<file path="src/rtl/vend_pkg.sv">
package vend_pkg;
  // Decoded meaning of one cycle's input strobes
  typedef enum logic [2:0] {
    EV_NONE   = 3'd0,
    EV_NICKEL = 3'd1,
    EV_DIME   = 3'd2,
    EV_CANDY  = 3'd3,
    EV_SODA   = 3'd4,
    EV_BAD    = 3'd5
  } vend_ev_t;
endpackage

</file>
<file path="src/rtl/vend_evdec.sv">
module vend_evdec
  import vend_pkg::*;
(
  input  logic     coin_dime,
  input  logic     coin_nickel,
  input  logic     req_candy,
  input  logic     req_soda,
  output vend_ev_t ev
);
  logic [3:0] strobes;
  assign strobes = {coin_dime, coin_nickel, req_candy, req_soda};

  always_comb begin
    ev = EV_NONE;
    if ($countones(strobes) > 1) ev = EV_BAD;
    else if (coin_dime)          ev = EV_DIME;
    else if (coin_nickel)        ev = EV_NICKEL;
    else if (req_candy)          ev = EV_CANDY;
    else if (req_soda)           ev = EV_SODA;
  end
endmodule

</file>
<file path="src/rtl/vend_dispense.sv">
module vend_dispense
  import vend_pkg::*;
#(
  parameter int LW       = 2,
  parameter int CANDY_LV = 2,
  parameter int SODA_LV  = 3
) (
  input  logic          clk,
  input  logic          rst,
  input  vend_ev_t      ev,
  input  logic [LW-1:0] lvl,
  output logic          grant_candy,
  output logic          grant_soda
);
  always_comb begin
    grant_candy = 1'b0;
    grant_soda  = 1'b0;
    if (!rst) begin
      if (ev == EV_CANDY && lvl >= LW'(CANDY_LV)) grant_candy = 1'b1;
      if (ev == EV_SODA  && lvl >= LW'(SODA_LV))  grant_soda  = 1'b1;
    end
  end

  AST_DISP_EXCL: assert property (@(posedge clk) disable iff (rst)
    !(grant_candy && grant_soda));
endmodule

</file>
<file path="src/rtl/vend_ledger.sv">
module vend_ledger
  import vend_pkg::*;
#(
  parameter int LW       = 2,
  parameter int MAX_LV   = 3,
  parameter int CANDY_LV = 2,
  parameter int SODA_LV  = 3
) (
  input  logic          clk,
  input  logic          rst,
  input  vend_ev_t      ev,
  input  logic          grant_candy,
  input  logic          grant_soda,
  output logic [LW-1:0] lvl
);
  logic [LW:0]   add_amt;
  logic [LW:0]   sum;
  logic [LW-1:0] lvl_nx;

  always_comb begin
    add_amt = '0;
    if (ev == EV_NICKEL) add_amt = (LW+1)'(1);
    if (ev == EV_DIME)   add_amt = (LW+1)'(2);
    sum = {1'b0, lvl} + add_amt;
    if (sum > (LW+1)'(MAX_LV)) lvl_nx = LW'(MAX_LV);
    else                       lvl_nx = sum[LW-1:0];
    if (grant_candy) lvl_nx = lvl - LW'(CANDY_LV);
    if (grant_soda)  lvl_nx = lvl - LW'(SODA_LV);
  end

  always_ff @(posedge clk) begin
    if (rst) lvl <= '0;
    else     lvl <= lvl_nx;
  end

  AST_LVL_CAP: assert property (@(posedge clk) disable iff (rst)
    lvl <= LW'(MAX_LV));
  AST_CANDY_DEBIT: assert property (@(posedge clk) disable iff (rst)
    grant_candy |=> lvl == $past(lvl) - LW'(CANDY_LV));
  AST_SODA_CLEAR: assert property (@(posedge clk) disable iff (rst)
    grant_soda |=> lvl == $past(lvl) - LW'(SODA_LV));
  AST_BAD_HOLD: assert property (@(posedge clk) disable iff (rst)
    (ev == EV_BAD) |=> lvl == $past(lvl));
  AST_IDLE_HOLD: assert property (@(posedge clk) disable iff (rst)
    (ev == EV_NONE) |=> lvl == $past(lvl));
endmodule

</file>
<file path="src/rtl/vend_ctrl.sv">
module vend_ctrl
  import vend_pkg::*;
#(
  parameter int CREDIT_W    = 4,
  parameter int STEP_CENTS  = 5,
  parameter int CAP_CENTS   = 15,
  parameter int CANDY_CENTS = 10,
  parameter int SODA_CENTS  = 15
) (
  input  logic                clk,
  input  logic                rst,
  input  logic                coin_dime,
  input  logic                coin_nickel,
  input  logic                req_candy,
  input  logic                req_soda,
  output logic                vend_candy,
  output logic                vend_soda,
  output logic [CREDIT_W-1:0] credit
);
  localparam int MAX_LV   = CAP_CENTS / STEP_CENTS;
  localparam int LW       = $clog2(MAX_LV + 1);
  localparam int CANDY_LV = CANDY_CENTS / STEP_CENTS;
  localparam int SODA_LV  = SODA_CENTS / STEP_CENTS;

  vend_ev_t      ev;
  logic [LW-1:0] lvl;
  logic          g_candy;
  logic          g_soda;

  vend_evdec u_dec (
    .coin_dime   (coin_dime),
    .coin_nickel (coin_nickel),
    .req_candy   (req_candy),
    .req_soda    (req_soda),
    .ev          (ev)
  );

  vend_dispense #(.LW(LW), .CANDY_LV(CANDY_LV), .SODA_LV(SODA_LV)) u_disp (
    .clk         (clk),
    .rst         (rst),
    .ev          (ev),
    .lvl         (lvl),
    .grant_candy (g_candy),
    .grant_soda  (g_soda)
  );

  vend_ledger #(.LW(LW), .MAX_LV(MAX_LV), .CANDY_LV(CANDY_LV), .SODA_LV(SODA_LV)) u_ledger (
    .clk         (clk),
    .rst         (rst),
    .ev          (ev),
    .grant_candy (g_candy),
    .grant_soda  (g_soda),
    .lvl         (lvl)
  );

  assign vend_candy = g_candy;
  assign vend_soda  = g_soda;
  assign credit     = CREDIT_W'(lvl) * CREDIT_W'(STEP_CENTS);
endmodule

</file>
<file path="config.mk">
export PLATFORM = sky130hd
export DESIGN_NAME = vend_ctrl
export DESIGN_NICKNAME = d
export VERILOG_FILES = /design/src/rtl/vend_pkg.sv /design/src/rtl/vend_evdec.sv /design/src/rtl/vend_dispense.sv /design/src/rtl/vend_ledger.sv /design/src/rtl/vend_ctrl.sv
export SDC_FILE = /design/constraint.sdc
export NUM_CORES = 1
export LEC_CHECK = 0
export BUFFER_PORTS_ARGS = -buffer_cell sky130_fd_sc_hd__buf_4
export CORE_AREA = 2 2 39 41
export CTS_BUF_LIST = sky130_fd_sc_hd__clkbuf_4 sky130_fd_sc_hd__clkbuf_8
export DETAILED_ROUTE_END_ITERATION = 10
export DIE_AREA = 0 0 41 43
export HOLD_SLACK_MARGIN = 0.12
export SETUP_SLACK_MARGIN = 0.2
export SLEW_MARGIN = 20
export SYNTH_ARGS = -nofsm -noshare
export SYNTH_HDL_FRONTEND = slang
export SYNTH_HIERARCHICAL = 1
export SYNTH_SLANG_ARGS = --single-unit
</file>
<file path="constraint.sdc">
create_clock -name clk -period 2.6 [get_ports clk]
set_input_delay 0.39 -clock clk [delete_from_list [all_inputs] [get_ports clk]]
set_output_delay 0.39 -clock clk [all_outputs]
set_load 0.02 [all_outputs]
</file>
==> impl_metrics.toml, run 1 <==
[status]
status = "completed"

[final_layout]
largest_reg_flops = 2
ratio_of_cells_with_drive_above_1_in_the_final_layout = 0.729
finalNetCount = 70
area_growth_pct = 107
fin_util = 0.441
antenna_cells_inserted = 0
top_register = "u_ledger/lvl"
fill_cells = 145
reg.largest.list = "u_ledger/lvl x2"
finish.cell_count_without_fillers = 75

[critical_path]
worst-endpoint-required_ns = 2.21
criticalPathCategory = "primary input to output port"
crit-reg2reg-launch = "u_ledger/lvl[1]"
worst-r2r-cell-count = 6
crit_path_start_kind = "primary input"
setup.worst_path.start = "req_soda"
critical_path.max_fanout = 3
regToRegSetupSlack_ns = 1.06
critPathArrivalTime_ns = 2.03
crit-reg2reg-capture = "u_ledger/lvl[1]"
worst_setup_path_end_kind = "output port"

[clock_network]
clkSinkCount = 2
numCtsBuffers = 3
cts.path.max_buffers = 2
cts_root_buffer = "sky130_fd_sc_hd__clkbuf_4"
tritoncts = "yes"
path_clk_slew_ns = 0.03
h-tree-depth = 1
clock_latency_ns = 0.22

[floorplanning]
die_ar_sq_um = 1760
floorplan.die.height_um = 43
die_width_um = 41
placementRows = 14
boundaryPins = 12
coreArea_sq_um = 1380
initial_utilization = 0.213

[route]
ant_nets = 0
route.detailed.vias_per_inst = 4.41
drtIter0Drc = 6
detail_route.wl_per_cell_um = 10.9
route.vias.total = 331
wirelength_um = 815
firstDrtPassIters = 3
drc = 0

[placement]
port_buffers = 11
dp_hpwl_um = 556
gp_routability_congestion = 0.733
worst_slack_at_placement_ns = -0.0361
number_of_instances_in_the_placed_design = 66

[synth]
synth_area_leaders = "sky130_fd_sc_hd__dfxtp_1 (14%), sky130_fd_sc_hd__fa_1 (14%), sky130_fd_sc_hd__mux2i_1 (6.8%), sky130_fd_sc_hd__buf_4 (5.1%), sky130_fd_sc_hd__inv_1 (5.1%)"
synthCells = 34
warnings_synthesis = 6
synth_fp_nets = 43
synth.distinct_cells = 22
ys_seq_elements = 2
synth_top_area_cell = "sky130_fd_sc_hd__dfxtp_1"
synthFlopType = "sky130_fd_sc_hd__dfxtp_1"
synthMostInstantiatedCell = "sky130_fd_sc_hd__inv_1"
avgSynthCellArea_sq_um = 8.68
syn-cell-area_sq_um = 295
sequential_element_share_of_the_synthesized_area = 0.136
commonest_cells_in_the_synthesized_netlist = "sky130_fd_sc_hd__inv_1 (4), sky130_fd_sc_hd__nand2_1 (3)"
synth_async_sr_flop_share = 0
netlist.area_leader.share = 0.136
number_of_flops_mapped_to_enable_cells_by_yosys = 0

[power]
irDropWorstVdd_v = 0.000364
internal-power_uw = 145
power.share.clock = 0.302
power.switching_uw = 77.6
reported_leakage_power_uw = 0.000276
power_density_nw_per_um2 = 365
sequentialPowerShare = 0.198
net_sw_frac = 0.348
combinationalPowerShare = 0.500

[sta]
setup_slack_ns = 0.182
skew_ns = 0.00345
timing_worst_slew_pin_value_ns = 0.312
finalHoldViolCount = 0
max_slew_margin = 0.792
grt_setup_unrepaired = "true"
final_report_max_slew_violation_count = 0
hold_ws_ns = 0.357
fin_crit_sh = 0.930
max_freq_mhz = 414
totalNegativeSetupSlack_ns = 0
setup_viol_count_final = 0
timing.final.crit_period_ns = 2.42

[worst_hold_path]
timing.hold.worst.start = "rst"
hold-path-endpoint = "u_ledger/lvl[1]"
holdPathStages = 2
worstHoldPathType = "primary input to flop"

[grt]
grt_first_pass_wirelength_mm = 1.32
grt_max_degree = 8
number_of_global_route_vias_before_repair = 309
grtUsageTotal = 0.114
globalRoute.totalOverflow = 0
initial_antenna_violation_count = 0

[flow_run]
drv_cap = 0
layer usage:
layer | global-route usage | wire [um] | vias to the layer above
met5 | 0 | 0 | -
met4 | 0.0400 | 0 | 0
met3 | 0.0628 | 39 | 0
met2 | 0.163 | 414 | 7
met1 | 0.139 | 360 | 155
li1 | - | - | 169
per-stage QoR:
| stage | total power [uW] | cell area [sq um] |
|---|---|---|
| floorplan | 102 | 339 |
| detailed placement | 131 | 479 |
| global route | 243 | 611 |
| finish | 223 | 611 |
| CTS | 213 | 549 |
| global placement | 131 | 479 |
logic make-up (layout without fill, tap and decap cells):
logic type | count (synthesis) | after routing | synth area share
flip-flops | 2 | 2 | 0.136
AND/OR/NAND/NOR | 16 | 16 | 0.390
buffers and inverters | 6 | 31 | 0.102
adder cells (fa/ha/maj) | 3 | 3 | 0.178
AO/OA/AOI/OAI | 5 | 5 | 0.127
multiplexers | 2 | 2 | 0.0678
power by group through the flow:
stage / combinational, uW / clock [uW] / sequential (uW)
2_1_floorplan: 55.6 / 0 / 46.1
3_3_place_gp: 87.5 / 0 / 43.4
3_5_place_dp: 88.1 / 0 / 43.3
4_1_cts: 97.8 / 71.3 / 43.9
5_1_grt: 120 / 77.6 / 45.4
6_report: 112 / 67.4 / 44.1
cell type report:
cell class	count	area (sq um)	share of cell area
clock buffers	3	22.5	0.0369
well taps	16	20.0	0.0328
repair buffers	24	206	0.338
flip-flops and latches	2	40.0	0.0656
multi-input cells	26	304	0.498
inverters	4	17.5	0.0287
worst max-delay path: stages:
cell,delay (ns)
sky130_fd_sc_hd__buf_8,0.08
sky130_fd_sc_hd__inv_4,0.03
sky130_fd_sc_hd__fa_1,0.57
sky130_fd_sc_hd__nor2b_4,0.07
sky130_fd_sc_hd__buf_6,0.11
sky130_fd_sc_hd__a2bb2oi_4,0.16
sky130_fd_sc_hd__buf_6,0.13
sky130_fd_sc_hd__nor4_4,0.29
sky130_fd_sc_hd__buf_4,0.19
worst max path at each step:
stage / endpoint / slack [ns] / cells past startpoint
finish: vend_soda / 0.18 / 9
CTS: vend_soda / 0.11 / 9
global route: u_ledger/lvl[1] / 0.11 / 11
floorplan: u_ledger/lvl[1] / 0.12 / 9
global placement: u_ledger/lvl[1] / -0.01 / 10
detailed placement: u_ledger/lvl[1] / -0.04 / 10
placed cells by master (no fill, tap or decap), types with 2 or more instances in the layout:
cell type,Yosys,routed
sky130_fd_sc_hd__clkbuf_4,0,3
sky130_fd_sc_hd__nand2_1,3,2
sky130_fd_sc_hd__mux2i_1,2,2
sky130_fd_sc_hd__nor2_1,2,2
sky130_fd_sc_hd__dfxtp_1,2,2
sky130_fd_sc_hd__buf_6,0,5
sky130_fd_sc_hd__nor3b_2,0,2
sky130_fd_sc_hd__nand2b_1,2,2
sky130_fd_sc_hd__inv_2,0,2
sky130_fd_sc_hd__buf_4,2,18
what timing repair did:
action | CTS | global route
buffers inserted | 3 | 3
hold buffers | 0 | 0
setup endpoints to repair | 3 | 4
pin swaps | 6 | 5
hold endpoints to repair | 0 | 0
resized for setup | 9 | 9
Power figures use the tool's default switching activity.
==> run 2, diff against run 1 <==
==> constraint.sdc (replaced) <==
create_clock -name clk -period 2.6 [get_ports clk]
set_input_delay 0.52 -clock clk [delete_from_list [all_inputs] [get_ports clk]]
set_output_delay 0.52 -clock clk [all_outputs]
set_load 0.02 [all_outputs]
==> run 2 against run 1 <==
  * The run now ends with negative setup slack left
  * Cell area shrank 3.1%
  * Sequential share of layout area grew 0.21 points
  * Utilization down 1.4 points
  * Global-route usage increased by 0.055 points
  * Sequential cell count unchanged
  * Via count is 3.6% lower
  * Maximum frequency is 8.0% lower
  * Worst hold slack gained 0.12 ns
  * Clock power rose by 1%
==> impl_metrics.toml, run 2 (synthesis gave the netlist of run 1 again) <==
[status]
status = "complete, but fails checks"
violations = "negative setup slack"

[sta]
skew_ns = 0.0000376
totalNegativeSetupSlack_ns = -0.0428
setup_viol_count_final = 2
max_freq_mhz = 380
grt_setup_unrepaired = "true"
timing_worst_slew_pin_value_ns = 0.290
timing.final.crit_period_ns = 2.63
setup_slack_ns = -0.0291
max_slew_margin = 0.806
final_report_max_slew_violation_count = 0
finalHoldViolCount = 0
fin_crit_sh = 1.01

[floorplanning]
floorplan.die.height_um = 43
initial_utilization = 0.213
die_ar_sq_um = 1760
coreArea_sq_um = 1380
die_width_um = 41
boundaryPins = 12
placementRows = 14

[critical_path]
criticalPathCategory = "primary input to flop"
worst-endpoint-required_ns = 2.71
crit_path_frequent_cell = "sky130_fd_sc_hd__fa_1"
critPathArrivalTime_ns = 2.74
crit_slowest_cell = "sky130_fd_sc_hd__fa_1"
crit_path_start_kind = "primary input"
cpPeakStageDelay_ns = 0.58
worst_setup_path_end_kind = "flop"
critical_path.max_fanout = 3
crit_chain = "buf_8 > inv_4 > fa_1 > nor2b_4 > a311o_1 > buf_4 > nor3b_2 > ha_1 > fa_1 > nor4_2 > nor3_2"

[final_layout]
ratio_of_cells_with_drive_above_1_in_the_final_layout = 0.695
area_growth_pct = 100
finalNetCount = 70
antenna_cells_inserted = 0
final_cell_mix = "sky130_fd_sc_hd__buf_4 (20), sky130_fd_sc_hd__clkbuf_4 (3), sky130_fd_sc_hd__buf_6 (3)"
layout.area.seq_sq_um = 40.0
area_occupied_by_multi_input_gates_sq_um = 290
top_register = "u_ledger/lvl"
reg.largest.list = "u_ledger/lvl x2"
fill_cells = 135
layout_commonest_cell = "sky130_fd_sc_hd__buf_4"
stdcell_area_sq_um = 592
largest_reg_flops = 2

[clock_network]
clkSinkCount = 2
h-tree-depth = 1
cts_root_buffer = "sky130_fd_sc_hd__clkbuf_4"
tritoncts = "yes"
clock_latency_ns = 0.22
path_clk_slew_ns = 0.03
cts.path.max_buffers = 2
numCtsBuffers = 3

[power]
net_sw_frac = 0.350
power.switching_uw = 76.6
internal-power_uw = 142
power.share.clock = 0.312
combinationalPowerShare = 0.488
report.power.total_uw = 219
reported_leakage_power_uw = 0.000279
power_density_nw_per_um2 = 370
irDropWorstVdd_v = 0.000210
sequentialPowerShare = 0.199

[route]
drc = 0
route.detailed.vias_per_inst = 4.25
ant_nets = 0
wirelength_um = 785
firstDrtPassIters = 3
route.vias.total = 319
detail_route.wl_per_cell_um = 10.5
drtIter0Drc = 4

[flow_run]
drv_cap = 0

[worst_hold_path]
worstHoldPathType = "primary input to flop"

[placement]
dp_hpwl_um = 545
gp_routability_congestion = 0.705
standard_cell_area_after_detailed_placement_sq_um = 487
port_buffers = 11

[grt]
initial_antenna_violation_count = 0
number_of_global_route_vias_before_repair = 327
grt_max_degree = 8
grt_first_pass_wirelength_mm = 1.27
globalRoute.totalOverflow = 0
grtUsageTotal = 0.114
-- run 2: per-layer routing --
| metal | vias up | wire, um | GRT usage | part of all wire |
|---|---|---|---|---|
| li1 | 168 | - | - | - |
| met1 | 142 | 335 | 0.125 | 0.43 |
| met2 | 7 | 407 | 0.169 | 0.52 |
| met3 | 2 | 26 | 0.0157 | 0.033 |
| met4 | 0 | 16 | 0.120 | 0.020 |
| met5 | - | 0 | 0 | 0 |
-- run 2: layout make-up --
| type | instances | share of cell area |
|---|---|---|
| inverters | 4 | 0.0338 |
| multi-input cells | 26 | 0.490 |
| well taps | 16 | 0.0338 |
| clock buffers | 3 | 0.0381 |
| flip-flops and latches | 2 | 0.0677 |
| repair buffers | 24 | 0.336 |
-- run 2: final timing paths --
check,end,slack [ns],depth (start not counted),start
worst max-delay path,u_ledger/lvl[1],-0.03,11,req_soda
worst min-delay path,u_ledger/lvl[0],0.48,2,rst
worst max register to register,u_ledger/lvl[1],0.97,7,u_ledger/lvl[1]
worst min register to register,u_ledger/lvl[0],0.62,2,u_ledger/lvl[0]
-- run 2: repair_timing --
item,4_1_cts,5_1_grt
hold endpoints to repair,0,0
buffers inserted,4,1
pin swaps,1,3
resized for setup,10,6
hold buffers,0,0
setup endpoints to repair,3,4
-- run 2: power groups by stage --
stage / combinational, uW / sequential [uW] / clock (uW)
2_1_floorplan: 55.6 / 46.1 / 0
3_3_place_gp: 89.9 / 43.1 / 0
3_5_place_dp: 90.6 / 43.2 / 0
4_1_cts: 103 / 44.0 / 74.4
5_1_grt: 116 / 44.7 / 74.5
6_report: 107 / 43.6 / 68.3
-- run 2: worst max-delay path: cells and delay by family --
family,cells,cell delay [ns]
adder cells (fa/ha/maj),3,1.18
AND/OR/NAND/NOR,4,0.47
buffers and inverters,3,0.26
AO/OA/AOI/OAI,1,0.30
-- run 2: metrics by stage --
stage | hold slack, ns | setup WS [ns] | instances | utilization
2_1_floorplan | 0.589 | -0.00995 | 34 | -
3_3_place_gp | 0.595 | -0.164 | 67 | 0.352
3_5_place_dp | 0.594 | -0.170 | 67 | 0.352
4_1_cts | 0.461 | -0.0267 | 74 | 0.408
5_1_grt | 0.479 | -0.116 | 75 | 0.428
6_report | 0.476 | -0.0291 | 75 | 0.428
